--- src/rtl/spiregs_pkg.sv ---
package spiregs_pkg;

    localparam logic [7:0] DEV_ID_WRITE = 8'h20;
    localparam logic [7:0] DEV_ID_READ  = 8'h21;
    localparam logic [7:0] DUMMY_BYTE   = 8'h00;

    typedef enum logic [3:0] {
        ST_BOOT,
        ST_RST_HOLD,
        ST_POST_RST,
        ST_WAKE_HI,
        ST_WAKE_LO,
        ST_WAKE_END,
        ST_IDLE,
        ST_LEAD,
        ST_LOAD,
        ST_SHIFT,
        ST_TRAIL
    } ctl_state_t;

    // Byte to send for a given transaction kind, frame and byte slot.
    function automatic logic [7:0] frame_byte(
        input logic       is_wr,
        input logic       second_frame,
        input logic [1:0] slot,
        input logic [7:0] addr,
        input logic [7:0] wdata
    );
        logic [7:0] b;
        if (second_frame) begin
            b = (slot == 2'd0) ? DEV_ID_READ : DUMMY_BYTE;
        end else begin
            unique case (slot)
                2'd0:    b = DEV_ID_WRITE;
                2'd1:    b = addr;
                default: b = is_wr ? wdata : DUMMY_BYTE;
            endcase
        end
        return b;
    endfunction

endpackage

--- src/rtl/spiregs_delay.sv ---
module spiregs_delay #(
    parameter int W = 8
) (
    input  logic         clk,
    input  logic         rst_n,
    input  logic         load,
    input  logic [W-1:0] load_val,
    output logic         expired
);

    logic [W-1:0] cnt;

    always_ff @(posedge clk or negedge rst_n) begin
        if (!rst_n) begin
            cnt <= '0;
        end else if (load) begin
            cnt <= load_val;
        end else if (cnt != '0) begin
            cnt <= cnt - 1'b1;
        end
    end

    assign expired = (cnt == '0);

endmodule

--- src/rtl/spiregs_byte_shifter.sv ---
module spiregs_byte_shifter #(
    parameter int HALF_C = 25,
    parameter int HW     = $clog2(HALF_C + 1)
) (
    input  logic       clk,
    input  logic       rst_n,
    input  logic       start,
    input  logic [7:0] tx,
    input  logic       miso,
    output logic       sclk,
    output logic       mosi,
    output logic       active,
    output logic       fin,
    output logic [7:0] rx
);

    localparam logic [HW-1:0] HALF_LD = HW'(HALF_C - 1);

    logic [7:0]    sh;
    logic [2:0]    bitn;
    logic [HW-1:0] cnt;

    always_ff @(posedge clk or negedge rst_n) begin
        if (!rst_n) begin
            sh     <= '0;
            bitn   <= '0;
            cnt    <= '0;
            sclk   <= 1'b1;
            mosi   <= 1'b0;
            active <= 1'b0;
            fin    <= 1'b0;
            rx     <= '0;
        end else begin
            fin <= 1'b0;
            if (start && !active) begin
                active <= 1'b1;
                sh     <= tx;
                mosi   <= tx[7];
                sclk   <= 1'b0;
                bitn   <= '0;
                cnt    <= HALF_LD;
            end else if (active) begin
                if (cnt != '0) begin
                    cnt <= cnt - 1'b1;
                end else begin
                    cnt <= HALF_LD;
                    if (!sclk) begin
                        // rising edge: sample the device
                        sclk <= 1'b1;
                        rx   <= {rx[6:0], miso};
                    end else if (bitn == 3'd7) begin
                        active <= 1'b0;
                        fin    <= 1'b1;
                    end else begin
                        // falling edge: present the next bit
                        sclk <= 1'b0;
                        bitn <= bitn + 1'b1;
                        mosi <= sh[6];
                        sh   <= {sh[6:0], 1'b0};
                    end
                end
            end
        end
    end

    AST_START_WHEN_IDLE: assert property (@(posedge clk) disable iff (!rst_n)
        start |-> !active);
    AST_FIN_CLOCK_HIGH: assert property (@(posedge clk) disable iff (!rst_n)
        fin |-> (sclk && !active));

endmodule

--- src/rtl/spiregs_master.sv ---
module spiregs_master #(
    parameter int CLK_HZ    = 50_000_000,
    parameter int SCLK_HZ   = 1_000_000,
    parameter int SETTLE_NS = 10_000,
    parameter int WAKE_US   = 1_000,
    parameter int RST_US    = 100_000
) (
    input  logic       clk,
    input  logic       rst_n,
    input  logic       req_valid,
    input  logic       req_write,
    input  logic [7:0] req_addr,
    input  logic [7:0] req_wdata,
    output logic       busy,
    output logic       done,
    output logic [7:0] rdata,
    output logic       dev_rst_n,
    output logic       spi_cs_n,
    output logic       spi_sclk,
    output logic       spi_mosi,
    input  logic       spi_miso
);
    import spiregs_pkg::*;

    localparam int CYC_PER_US = CLK_HZ / 1_000_000;
    localparam int HALF_RAW   = CLK_HZ / (2 * SCLK_HZ);
    localparam int HALF_C     = (HALF_RAW < 1) ? 1 : HALF_RAW;
    localparam int SET_RAW    = CYC_PER_US * SETTLE_NS / 1000;
    localparam int SETTLE_C   = (SET_RAW < 1) ? 1 : SET_RAW;
    localparam int WAKE_RAW   = CYC_PER_US * WAKE_US;
    localparam int WAKE_C     = (WAKE_RAW < 1) ? 1 : WAKE_RAW;
    localparam int RST_RAW    = CYC_PER_US * RST_US;
    localparam int RST_C      = (RST_RAW < 1) ? 1 : RST_RAW;
    localparam int MAX_AB     = (RST_C > WAKE_C) ? RST_C : WAKE_C;
    localparam int MAX_C      = (MAX_AB > SETTLE_C) ? MAX_AB : SETTLE_C;
    localparam int TW         = $clog2(MAX_C + 1);

    localparam logic [TW-1:0] LD_RST    = TW'(RST_C - 1);
    localparam logic [TW-1:0] LD_WAKE   = TW'(WAKE_C - 1);
    localparam logic [TW-1:0] LD_SETTLE = TW'(SETTLE_C - 1);

    ctl_state_t state_q, state_d;

    logic          tmr_load;
    logic [TW-1:0] tmr_val;
    logic          tmr_exp;

    logic          eng_start;
    logic          eng_active;
    logic          eng_fin;
    logic [7:0]    eng_rx;
    logic [7:0]    eng_tx;

    logic          wr_q;
    logic [7:0]    addr_q;
    logic [7:0]    wdata_q;
    logic          frame_q;
    logic [1:0]    slot_q;

    logic          last_byte;
    logic          last_frame;
    logic          finish;

    assign last_byte  = wr_q ? (slot_q == 2'd2) : (slot_q == 2'd1);
    assign last_frame = wr_q | frame_q;
    assign finish     = (state_q == ST_TRAIL) && tmr_exp && last_frame;
    assign eng_tx     = frame_byte(wr_q, frame_q, slot_q, addr_q, wdata_q);

    spiregs_delay #(.W(TW)) u_delay (
        .clk      (clk),
        .rst_n    (rst_n),
        .load     (tmr_load),
        .load_val (tmr_val),
        .expired  (tmr_exp)
    );

    spiregs_byte_shifter #(.HALF_C(HALF_C)) u_shift (
        .clk    (clk),
        .rst_n  (rst_n),
        .start  (eng_start),
        .tx     (eng_tx),
        .miso   (spi_miso),
        .sclk   (spi_sclk),
        .mosi   (spi_mosi),
        .active (eng_active),
        .fin    (eng_fin),
        .rx     (eng_rx)
    );

    // Next-state and timer/engine control
    always_comb begin
        state_d   = state_q;
        tmr_load  = 1'b0;
        tmr_val   = '0;
        eng_start = 1'b0;
        unique case (state_q)
            ST_BOOT: begin
                state_d  = ST_RST_HOLD;
                tmr_load = 1'b1;
                tmr_val  = LD_RST;
            end
            ST_RST_HOLD: if (tmr_exp) begin
                state_d  = ST_POST_RST;
                tmr_load = 1'b1;
                tmr_val  = LD_WAKE;
            end
            ST_POST_RST: if (tmr_exp) begin
                state_d  = ST_WAKE_HI;
                tmr_load = 1'b1;
                tmr_val  = LD_WAKE;
            end
            ST_WAKE_HI: if (tmr_exp) begin
                state_d  = ST_WAKE_LO;
                tmr_load = 1'b1;
                tmr_val  = LD_WAKE;
            end
            ST_WAKE_LO: if (tmr_exp) begin
                state_d  = ST_WAKE_END;
                tmr_load = 1'b1;
                tmr_val  = LD_WAKE;
            end
            ST_WAKE_END: if (tmr_exp) begin
                state_d = ST_IDLE;
            end
            ST_IDLE: if (req_valid) begin
                state_d  = ST_LEAD;
                tmr_load = 1'b1;
                tmr_val  = LD_SETTLE;
            end
            ST_LEAD: if (tmr_exp) begin
                state_d = ST_LOAD;
            end
            ST_LOAD: begin
                eng_start = 1'b1;
                state_d   = ST_SHIFT;
            end
            ST_SHIFT: if (eng_fin) begin
                if (last_byte) begin
                    state_d  = ST_TRAIL;
                    tmr_load = 1'b1;
                    tmr_val  = LD_SETTLE;
                end else begin
                    state_d = ST_LOAD;
                end
            end
            ST_TRAIL: if (tmr_exp) begin
                if (last_frame) begin
                    state_d = ST_IDLE;
                end else begin
                    state_d  = ST_LEAD;
                    tmr_load = 1'b1;
                    tmr_val  = LD_SETTLE;
                end
            end
            default: state_d = ST_BOOT;
        endcase
    end

    // State register
    always_ff @(posedge clk or negedge rst_n) begin
        if (!rst_n) begin
            state_q <= ST_BOOT;
        end else begin
            state_q <= state_d;
        end
    end

    // Request latch and frame/byte position
    always_ff @(posedge clk or negedge rst_n) begin
        if (!rst_n) begin
            wr_q    <= 1'b0;
            addr_q  <= '0;
            wdata_q <= '0;
            frame_q <= 1'b0;
            slot_q  <= '0;
        end else begin
            if (state_q == ST_IDLE && req_valid) begin
                wr_q    <= req_write;
                addr_q  <= req_addr;
                wdata_q <= req_wdata;
                frame_q <= 1'b0;
                slot_q  <= '0;
            end
            if (state_q == ST_SHIFT && eng_fin) begin
                slot_q <= last_byte ? 2'd0 : slot_q + 1'b1;
            end
            if (state_q == ST_TRAIL && tmr_exp && !last_frame) begin
                frame_q <= 1'b1;
            end
        end
    end

    // Registered outputs, decoded from the next state
    always_ff @(posedge clk or negedge rst_n) begin
        if (!rst_n) begin
            spi_cs_n  <= 1'b1;
            dev_rst_n <= 1'b0;
            busy      <= 1'b1;
            done      <= 1'b0;
            rdata     <= '0;
        end else begin
            spi_cs_n  <= !(state_d inside {ST_WAKE_LO, ST_LEAD, ST_LOAD, ST_SHIFT});
            dev_rst_n <= !(state_d inside {ST_BOOT, ST_RST_HOLD});
            busy      <= (state_d != ST_IDLE);
            done      <= finish;
            if (finish && !wr_q) begin
                rdata <= eng_rx;
            end
        end
    end

    AST_RST_QUIET: assert property (@(posedge clk) disable iff (!rst_n)
        !dev_rst_n |-> (spi_cs_n && spi_sclk && busy));
    AST_SCLK_SELECTED: assert property (@(posedge clk) disable iff (!rst_n)
        !spi_sclk |-> !spi_cs_n);
    AST_ACCEPT_IDLE: assert property (@(posedge clk) disable iff (!rst_n)
        (req_valid && !busy) |=> (busy && !spi_cs_n));
    AST_DONE_PULSE: assert property (@(posedge clk) disable iff (!rst_n)
        done |=> !done);
    AST_DONE_NOT_BUSY: assert property (@(posedge clk) disable iff (!rst_n)
        done |-> !busy);
    AST_RDATA_WITH_DONE: assert property (@(posedge clk) disable iff (!rst_n)
        !$stable(rdata) |-> done);
    AST_START_IN_FRAME: assert property (@(posedge clk) disable iff (!rst_n)
        eng_start |-> (!spi_cs_n && !eng_active));

endmodule

--- config.mk ---
export PLATFORM = sky130hd
export DESIGN_NAME = spiregs_master
export DESIGN_NICKNAME = d
export VERILOG_FILES = /design/src/rtl/spiregs_pkg.sv /design/src/rtl/spiregs_delay.sv /design/src/rtl/spiregs_byte_shifter.sv /design/src/rtl/spiregs_master.sv
export SDC_FILE = /design/constraint.sdc
export NUM_CORES = 1
export LEC_CHECK = 0
export BUFFER_PORTS_ARGS = -buffer_cell sky130_fd_sc_hd__clkbuf_2
export CAP_MARGIN = 15
export CORE_ASPECT_RATIO = 0.6
export CORE_MARGIN = 4
export CORE_UTILIZATION = 31
export CTS_BUF_LIST = sky130_fd_sc_hd__clkbuf_8
export DETAILED_ROUTE_END_ITERATION = 8
export SLEW_MARGIN = 40
export SYNTH_ARGS = -nofsm -noshare
export SYNTH_HDL_FRONTEND = slang
export SYNTH_SLANG_ARGS = --single-unit
--- constraint.sdc ---
create_clock -name clk -period 8 [get_ports clk]
set_input_delay 1.2 -clock clk [delete_from_list [all_inputs] [get_ports clk]]
set_output_delay 1.2 -clock clk [all_outputs]
set_load 0.02 [all_outputs]
# Yosys cells after proc, flatten, opt, wreduce, memory -nomap -nowiden
# Index checks and enable logic that the tools add are counted.
# op_classes
n_eq_ne,21
n_addsub,4
bitwise,4
n_reduce_logical,29
muxes,71
# ops
operator,n
one-hot mux 23 bit (5 select lines),1
two-way mux 23 bit,2
two-way mux 9 bit,5
one-hot mux 4 bit (11 select lines),1
two-way mux 4 bit,9
two-way mux 7 bit,5
two-way mux 1 bit,30
"== test 4 x 3 -> 1 bit, second input constant",6
zero test 23 bit,1
nonzero test 23 bit,1
"subtractor 23 x 1 -> 23 bit, second input constant",1
"== test 4 bit, second input constant",5
two-way mux 16 bit,1
two-way mux 8 bit,2
one-hot mux 8 bit (2 select lines),1
two-way mux 3 bit,5
two-way mux 5 bit,3
nonzero test 2 bit,6
"== test 4 x 1 -> 1 bit, second input constant",2
"== test 4 x 2 -> 1 bit, second input constant",2
zero test 4 bit,2
two-way mux 2 bit,4
AND reduction 4 bit,2
logical AND 1 bit,7
other kinds (18),25
# totals
output_inout_bits,14
ff_bits,86

# Logic depth before layout (Yosys ltp)
# Gate-level depths: netlist of run 1.
# logic_depth
word_depth,8
depth_mapped,10
mapped_depth_nobuf,8

# By module
# A second synthesis of run 1 with hierarchy kept.
# unflattened
cells_unflattened,424
area_unflattened_um2,4322.9
# modules_own_cells
module,n_inst,area_each_um2,cells_each
spiregs_master,1,1790.5,170
spiregs_delay,1,1305.0,137
spiregs_byte_shifter,1,1227.4,117

# Worst setup path after synthesis of run 1
# Ideal clock, no wire load.
# synth_path
path_kind,reg-to-reg
start,register u_delay.cnt[0]
end,register u_delay.cnt[11]
period_less_slack_ps,2582
required_time_ps,7860
n_path_buf,1
setup_slack_ps,5418
arrival_time_ps,2442
path_stages_with_launch,10
setup_time_ps,140
path_cell_list,dfrtp_1 -> inv_1 -> ha_1 -> or3b_2 -> buf_2 -> nor4_4 -> nand2_4 -> maj3_2 -> o21ai_4 -> a211oi_1
# synth_between
elab_chain_cells,4
word_cells_on_any_way,9
# synth_lines
item,line_no,text
from (decl),spiregs_delay.sv:11,logic [W-1:0] cnt;
from (signal assigned),spiregs_delay.sv:17,cnt <= load_val;
from (signal assigned),spiregs_delay.sv:19,cnt <= cnt - 1'b1;
branches (longest 4 deep; another with subtractor 23 x 1 -> 23 bit),n/a,
# Parallel ways; which one is timed is not known. The select of a mux whose other input is x is not followed.
# A chain may end at the register's enable or synchronous reset.

# Final worst setup path of run 1
# layout_path
start,register u_delay.cnt[0]
end,register spi_cs_n
# layout_between
elab_chain_cells,6
word_cells_on_any_way,15
# layout_lines
item,line_no,text
zero test 23 bit (*),spiregs_delay.sv:23,assign expired = (cnt == '0);
"two-way mux 4 bit, or another cell as far along",spiregs_master.sv:146,ST_TRAIL: if (tmr_exp) begin
one-hot mux 4 bit (11 select lines) (*),spiregs_master.sv:96,unique case (state_q)
== test 4 x 3 -> 1 bit or == test 4 bit (tied branches),spiregs_master.sv:202,"spi_cs_n <= !(state_d inside {ST_WAKE_LO, ST_LEAD, ST_LOAD, ST_SHIFT});"
nonzero test 4 bit (*),spiregs_master.sv:202,
zero test 1 bit (*),spiregs_master.sv:202,
to (signal assigned),spiregs_master.sv:202,
to (decl),spiregs_master.sv:18,"output logic spi_cs_n,"
# Every way passes the cells marked *; elsewhere a longest branch is shown, timed or not.

==> results.md, run 1 <==
- Layout area overhead: 12.4%
- Register bit total from synthesis: 86
- Crit path DAT: 3350 ps
- WL final: 9450 um
- Drt pass-1 iters: 4
- Die width: 159 um
- CP max stage cell: or4_1
- Gate power share: 1.9%
- Register-to-Register Setup Slack: 4930 ps
- Flop pwr share: 57.4%
- First-pass GRT wire length: 16100 um
- Post-Route Setup TNS: 0 ps
- Syn. warnings: 0
- Max Slew Vio Count: 0
- Syn Area/Cell: 10.8 um2
- Mux share of post-synthesis cell area: 11.1%
- DRT antenna net count: 0
- Crit path max fanout: 9
- CP startpoint kind: flip-flop
- FMAX: 326 MHz
- Grt total ovfl: 0
- Crit path buf inv count: 1
- Critical path, cell by cell: inv_1, ha_1, or3b_2, or4_1, nor2_2, nand3_1, a21oi_1, a211oi_2
- Hold path depth: 1
- Synth unique cells: 56
- Max_slew headroom: 54.3%
- Hold-fix buffers, CTS: 0
- Final worst-path cycle share: 38.3%
- Final-stage net count: 450
- Worst path top cell family by delay: simple AND/OR/NAND/NOR gates
- Hold endpoint: u_shift.cnt[3]$_DFFE_PN0P_
- Largest family of logic cells by synthesized area: simple AND/OR/NAND/NOR gates
- Post-DP HPWL: 6760 um
- CP Capture Type: flip-flop
- Ant. Diodes: 0
- RSZ-0062 raised after global routing: false
- Post_cts resized: 0
- IO buf count: 34
- Grt met2 use: 17.8%
- CORE AREA: 0.0131 mm2
- Boundary Pins: 35
- Reg clk slew, reported paths: 80 ps
- Shortest period the worst path allows: 3070 ps
- Initial DRC Count: 316
- MaxCap Viol Count: 0
- Synthesized Nets: 423
- Critical path class: reg2reg
- Xor/xnor share of the synthesized area: 4.11%
- Antenna violations before repair: 0
- Die ar.: 0.0158 mm2
- R2r endpoint: spi_cs_n$_DFF_PN1_
- Clk pwr share: 40.8%
- Clock buffer count from CTS: 9
- CP peak stage delay: 740 ps
- Vias in the first global route: 3140
- Post-synth ARST share: 100%
- Site Rows: 32
- Post-synth EDFFs: 0
- Post-CTS Setup Inserts: 0
- CTS H-tree depth: 3
- CTS tree: built
- Final std cells w/o fill: 597
- Leak pwr: 2.20 nW
- GPL Wtd Cong: 0.823
- Global routing's busiest layer: met1
- Initial Util: 32.5%
- Synth Area in Compound Gates: 10.6%
- Area share of and/or/nand/nor cells after synthesis: 18.5%
- Setup-failing EPs final: 0
- Root buf cell: clkbuf_8
- Slew of the pin with the lowest slew margin: 684 ps
- Fin Hold WS: 481 ps
- Main flop type after synthesis: dfrtp_1
- Switching pwr: 0.175 mW
- Fin. Hold Viols: 0
- Status: completed
- Die height: 98.8 um
- GR Util met1: 18.9%
- Sw frac: 23.0%
- Clock Sinks: 86
- Placed cells: 581
- Total Routing Usage GR: 12.6%
- PwrDens: 158 mW/mm2
- Clk_lat worst skew: 360 ps
- Worst Min Path Start: u_shift.cnt[3]$_DFFE_PN0P_
- Post-Synth Adder-Cell Area: 2.32%
- Drt drc: 0
- Share of cells above drive strength 1: 23.7%
- Reg2Reg Depth: 8
- Synth Instances: 395
- Mapped Area: 0.00426 mm2
- DR vias: 3036
- Max clock buf depth: 2
- Worst hold path type: reg2reg
- Register area share after synthesis: 50.6%
- Largest net degree at the start of global routing: 52
- Wire per inst: 15.8 um
- Critical path required time: 8280 ps
- Crit Reg-Reg Startpoint: u_delay.cnt[0]$_DFFE_PN0P_
- Max IR drop VDD: 59.2 uV
- Clk_skew: 6.63 ps
- Met3 usage: 3.76%
- Internal power: 0.583 mW
- Vias per inst: 5.09
## cells by family after synthesis
group                    after synthesis
buffers and inverters                 31
multiplexers                          43
AO/OA/AOI/OAI                         72
XOR/XNOR                              20
flip-flops                            86
adder cells (fa/ha/maj)                8
AND/OR/NAND/NOR                      135
## layer usage
layer	wire, um	share of wire [%]
met3	574	6.1
met5	0	0
met2	3810	40
met4	14	0.15
met1	5050	53
## per-stage QoR
stage | power (mW) | util, % | setup slack, ps | area [um2]
after floorplan | 0.444 | - | 5420 | 4260
after global placement | 0.458 | 34.8 | 4640 | 4570
after detailed placement | 0.458 | 35.0 | 4980 | 4600
after CTS | 0.769 | 36.5 | 4960 | 4790
after global routing | 0.791 | 36.5 | 4720 | 4790
final | 0.758 | 36.5 | 4930 | 4790
## sequential cells by signal, indices dropped and copies added, names as in the netlist, 2 cells and up
| name | cells |
|---|---|
| u_delay.cnt | 23 |
| addr_q | 8 |
| rdata | 8 |
| u_shift.rx | 8 |
| wdata_q | 8 |
| u_shift.sh | 7 |
| u_shift.cnt | 5 |
| state_q | 4 |
| u_shift.bitn | 3 |
| slot_q | 2 |
## how the worst max path moves through the flow
stage | startpoint | endpoint | depth (start not counted)
global placement | req_valid | u_delay.cnt[11]$_DFFE_PN0P_ | 6
detailed placement | u_delay.cnt[0]$_DFFE_PN0P_ | spi_cs_n$_DFF_PN1_ | 8
floorplan | u_delay.cnt[0]$_DFFE_PN0P_ | u_delay.cnt[11]$_DFFE_PN0P_ | 9
global route | u_delay.cnt[0]$_DFFE_PN0P_ | u_delay.cnt[11]$_DFFE_PN0P_ | 8
CTS | u_delay.cnt[0]$_DFFE_PN0P_ | u_delay.cnt[11]$_DFFE_PN0P_ | 8
finish | u_delay.cnt[0]$_DFFE_PN0P_ | spi_cs_n$_DFF_PN1_ | 8
## synth_stat cells (2+ instances only)
library cell / count / share of area [%]
nand2b_1: 6 / 0.88
mux2i_1: 9 / 2.1
nand3_1: 7 / 0.82
xor2_1: 6 / 1.2
inv_1: 10 / 0.88
nor4_4: 2 / 1.0
nand3b_1: 2 / 0.35
o21ai_1: 5 / 0.59
mux2_2: 34 / 9.0
clkbuf_1: 12 / 1.1
nor3_1: 16 / 1.9
nor2b_1: 4 / 0.59
nor3b_1: 8 / 1.4
dfrtp_1: 83 / 49
and2_1: 3 / 0.44
o21ai_0: 21 / 2.5
nor4_1: 4 / 0.59
nor2_1: 24 / 2.1
and3_1: 2 / 0.29
dfstp_2: 3 / 1.8
nor4bb_1: 2 / 0.47
xnor2_1: 14 / 2.9
or3_1: 13 / 1.9
nand2_1: 18 / 1.6
or3b_2: 2 / 0.41
or4_1: 9 / 1.6
buf_2: 4 / 0.47
a31oi_1: 2 / 0.29
o31ai_1: 5 / 0.88
a21oi_1: 20 / 2.3
o211ai_1: 7 / 1.2
ha_1: 7 / 2.1
buf_1: 5 / 0.44
nand4_1: 4 / 0.59
## cells in the final DEF (no fill, tap or decap), types with 3 or more instances in the layout
cell type,n
nand3_1,7
nand2_1,18
a21oi_1,20
ha_1,7
nor2b_1,4
or3_1,13
clkbuf_8,9
nand2b_1,6
and2_1,3
mux2i_1,9
clkinvlp_4,3
inv_1,11
nor3_1,15
o211ai_1,7
nand4_1,4
clkbuf_2,33
nor3b_1,8
o21ai_1,5
dfrtp_1,83
or4_1,9
xor2_1,6
o21ai_0,21
mux2_2,34
buf_4,3
xnor2_1,14
nor2_1,24
nor4_1,4
dfstp_2,3
o31ai_1,5
## worst reg2reg max path, delay by kind of cell, from the launching register on
kind / cells / cell delay (ps)
buffers and inverters: 1 / 100
AO/OA/AOI/OAI: 2 / 290
adder cells (fa/ha/maj): 1 / 190
flip-flops: 1 / 400
AND/OR/NAND/NOR: 4 / 2030
## area by class of cell
class | instances | area [um2]
inverter | 10 | 37.5
fill | 1300 | 8340
clock buffer | 9 | 124
multi-input combinational | 278 | 1990
tap | 170 | 213
sequential | 86 | 2160
clock inverter | 7 | 73.8
timing repair buffer | 37 | 199
## power groups by stage
stage / Sequential [mW] / Clock [mW] / Combinational (mW)
3_3_place_gp: 0.443 / 0 / 0.0146
6_report: 0.435 / 0.309 / 0.0142
4_1_cts: 0.435 / 0.319 / 0.0150
2_1_floorplan: 0.443 / 0 / 0.000325
3_5_place_dp: 0.443 / 0 / 0.0150
5_1_grt: 0.435 / 0.339 / 0.0169
Note: power is estimated with default switching activity, not from simulation.
==> inputs of run 2 (changes only) <==
- clock period: 8 -> 2.78 ns (I/O delays scaled with it)
==> run 2 against run 1 <==
  * Die area did not move
  * Core utilization is 1.4 points higher
  * Hold slack lost 430 ps
  * Wire length grew 2.1%
  * Fmax increased by 13%
  * First-iteration DRC count decreased by 1.9%
  * Largest cell class unchanged
  * Worst setup slack worse by 4900 ps
  * Clock power grew to 3.6 times the previous value
  * Global-route usage decreased by 0.089 points
  * Largest power group unchanged
  * Count of clock-buffer cells in the layout grew 1
==> results.md, run 2 (synthesized netlist as in run 1, its figures left out) <==
- CP startpoint kind: flip-flop
- Vias per inst: 5.18 (+1.8%)
- Combined area of the multi-input logic cells: 0.00200 mm2 (+0.57%)
- Die height: 98.8 um (unchanged)
- GPL Wtd Cong: 0.897 (+9.0%)
- MaxCap Viol Count: 0 (unchanged)
- Share of cells above drive strength 1: 27.0% (+3.3 points)
- DR vias: 3162 (+4.2%)
- PwrDens: 484 mW/mm2 (+210%)
- Final std cells w/o fill: 611 (+2.3%)
- Grt total ovfl: 0 (unchanged)
- Gate power share: 1.8% (about the same)
- Max Slew Vio Count: 0 (unchanged)
- Die ar.: 0.0158 mm2 (unchanged)
- Initial DRC Count: 310 (-1.9%)
- Switching pwr: 0.513 mW (+190%)
- Crit path DAT: 2960 ps (-390 ps)
- Clk pwr share: 46.2% (+5.4 points)
- Max clock buf depth: 2 (unchanged)
- Critical path required time: 3030 ps (-5250 ps)
- Fin Hold WS: 50.7 ps (-430 ps)
- Fin. Hold Viols: 0 (unchanged)
- Final setup margin: 68.5 ps (-4870 ps)
- DRT antenna net count: 0 (unchanged)
- Crit path max fanout: 8 (-1)
- Reg2Reg Depth: 9 (+1)
- Placed cells: 591 (+1.7%)
- Crit Reg-Reg Startpoint: u_delay.cnt[0]$_DFFE_PN0P_
- Placed Area: 0.00468 mm2 (+1.7%)
- Initial Util: 32.5% (unchanged)
- Post-DP HPWL: 6760 um (about the same)
- Setup-failing EPs final: 0 (unchanged)
- Drt drc: 0 (unchanged)
- Total Routing Usage GR: 12.5% (-0.089 points)
- Die width: 159 um (unchanged)
- Final-stage net count: 464 (+3.1%)
- Most flop-heavy register: u_delay.cnt
- Internal power: 1.89 mW (+220%)
- Final instance area: 0.00497 mm2 (+3.8%)
- Clk_skew: 12.4 ps (+5.73 ps)
- R2r endpoint: u_delay.cnt[11]$_DFFE_PN0P_
- Reg clk slew, reported paths: 90 ps (about the same)
- Vias in the first global route: 2996 (-4.6%)
- FMAX: 369 MHz (+13%)
- Sw frac: 21.3% (-1.7 points)
- Antenna violations before repair: 0 (unchanged)
- Leak pwr: 2.31 nW (+4.9%)
- Fill cells: 1297 (-0.23%)
- Largest net degree at the start of global routing: 46 (-12%)
- WL final: 9650 um (+2.1%)
- Dpl ws: -58.5 ps (-5040 ps)
- CORE AREA: 0.0131 mm2 (unchanged)
- Overall Power: 2.41 mW (+220%)
- Register-to-Register Setup Slack: 70 ps (-4870 ps)
- Most frequent cells in the layout: 83 x dfrtp_1, 34 x mux2_2, 33 x clkbuf_2, 24 x nor2_1, 21 x o21ai_0
- Ant. Diodes: 0 (unchanged)
- Max IR drop VDD: 204 uV (+240%)
- Site Rows: 32 (unchanged)
- CTS tree: built
- Flop pwr share: 52.0% (-5.4 points)
- Final worst-path cycle share: 97.5% (+59 points)
- IO buf count: 34 (unchanged)
- Shortest period the worst path allows: 2710 ps (-355 ps)
- Wire per inst: 15.8 um (-0.22%)
- Worst hold path type: in2async
- Drt pass-1 iters: 5 (+1)
- Clock buffer count from CTS: 9 (unchanged)
- Clk_lat worst skew: 370 ps (about the same)
- CP Capture Type: flip-flop
- Layout area overhead: 16.7%
- Boundary Pins: 35 (unchanged)
- Clock Sinks: 86 (unchanged)
- Max_slew headroom: 59.2% (+4.9 points)
- Critical path class: reg2reg
- Status: completed
- CTS H-tree depth: 3 (unchanged)
- Slew of the pin with the lowest slew margin: 612 ps (-72.0 ps)
- First-pass GRT wire length: 15900 um (-1.0%)
- FF+latch area: 0.00216 mm2 (unchanged)
- Root buf cell: clkbuf_8
- Most common cell after layout, fill and taps aside: dfrtp_1
- Number of flip-flops in the largest register: 23 (unchanged)
-- run 2: routing by layer --
metal	up-vias	routed length [um]	GRT usage, %
li1	1505	-	-
met4	0	82	3.00
met1	1536	5250	20.0
met5	-	0	0
met2	108	3700	15.7
met3	13	610	4.01
-- run 2: what timing repair did --
item,CTS,global route
gates cloned,0,0
resized for setup,0,4
pin swaps,1,2
setup endpoints to repair,7,16
setup buffers,0,4
endpoints found under the hold margin,0,0
hold buffers,0,0
-- run 2: power groups by stage --
| stage | registers (mW) | logic, mW | clock network (mW) |
|---|---|---|---|
| global route | 1.25 | 0.0509 | 1.19 |
| CTS | 1.25 | 0.0460 | 1.14 |
| detailed placement | 1.28 | 0.0459 | 0 |
| floorplan | 1.28 | 0.000934 | 0 |
| finish | 1.25 | 0.0438 | 1.11 |
| global placement | 1.28 | 0.0452 | 0 |
-- run 2: worst max-delay path: stages, from the launching register on --
cell and delay, ps:
dfrtp_1 390, inv_1 90, ha_1 180, or3b_2 560
nor4_4 250, buf_4 200, nand2_4 70, maj3_2 410
o21ai_4 300, a211oi_1 120
-- run 2: per-stage QoR --
stage / setup TNS [ps] / utilization (%)
5_1_grt: -36.2 / 37.9
3_3_place_gp: 0 / 35.6
3_5_place_dp: -151 / 35.6
2_1_floorplan: 0 / -
6_report: 0 / 37.9
4_1_cts: 0 / 37.5
-- run 2: layout make-up --
type / instances / area share (%)
clock buffers: 10 / 2.77
clock inverters: 6 / 2.31
inverters: 10 / 0.755
multi-input cells: 278 / 40.3
flip-flops and latches: 86 / 43.3
well taps: 170 / 4.28
repair buffers: 51 / 6.29
-- run 2: how the worst max path moves through the flow --
stage,endpoint,cells after the start,slack (ps),from
2_1_floorplan,u_delay.cnt[11]$_DFFE_PN0P_,9,200,u_delay.cnt[0]$_DFFE_PN0P_
3_3_place_gp,u_delay.cnt[11]$_DFFE_PN0P_,8,60,u_delay.cnt[0]$_DFFE_PN0P_
3_5_place_dp,u_delay.cnt[11]$_DFFE_PN0P_,8,-60,u_delay.cnt[0]$_DFFE_PN0P_
4_1_cts,busy$_DFF_PN1_,8,20,u_delay.cnt[0]$_DFFE_PN0P_
5_1_grt,u_delay.cnt[11]$_DFFE_PN0P_,9,-20,u_delay.cnt[0]$_DFFE_PN0P_
6_report,u_delay.cnt[11]$_DFFE_PN0P_,9,70,u_delay.cnt[0]$_DFFE_PN0P_
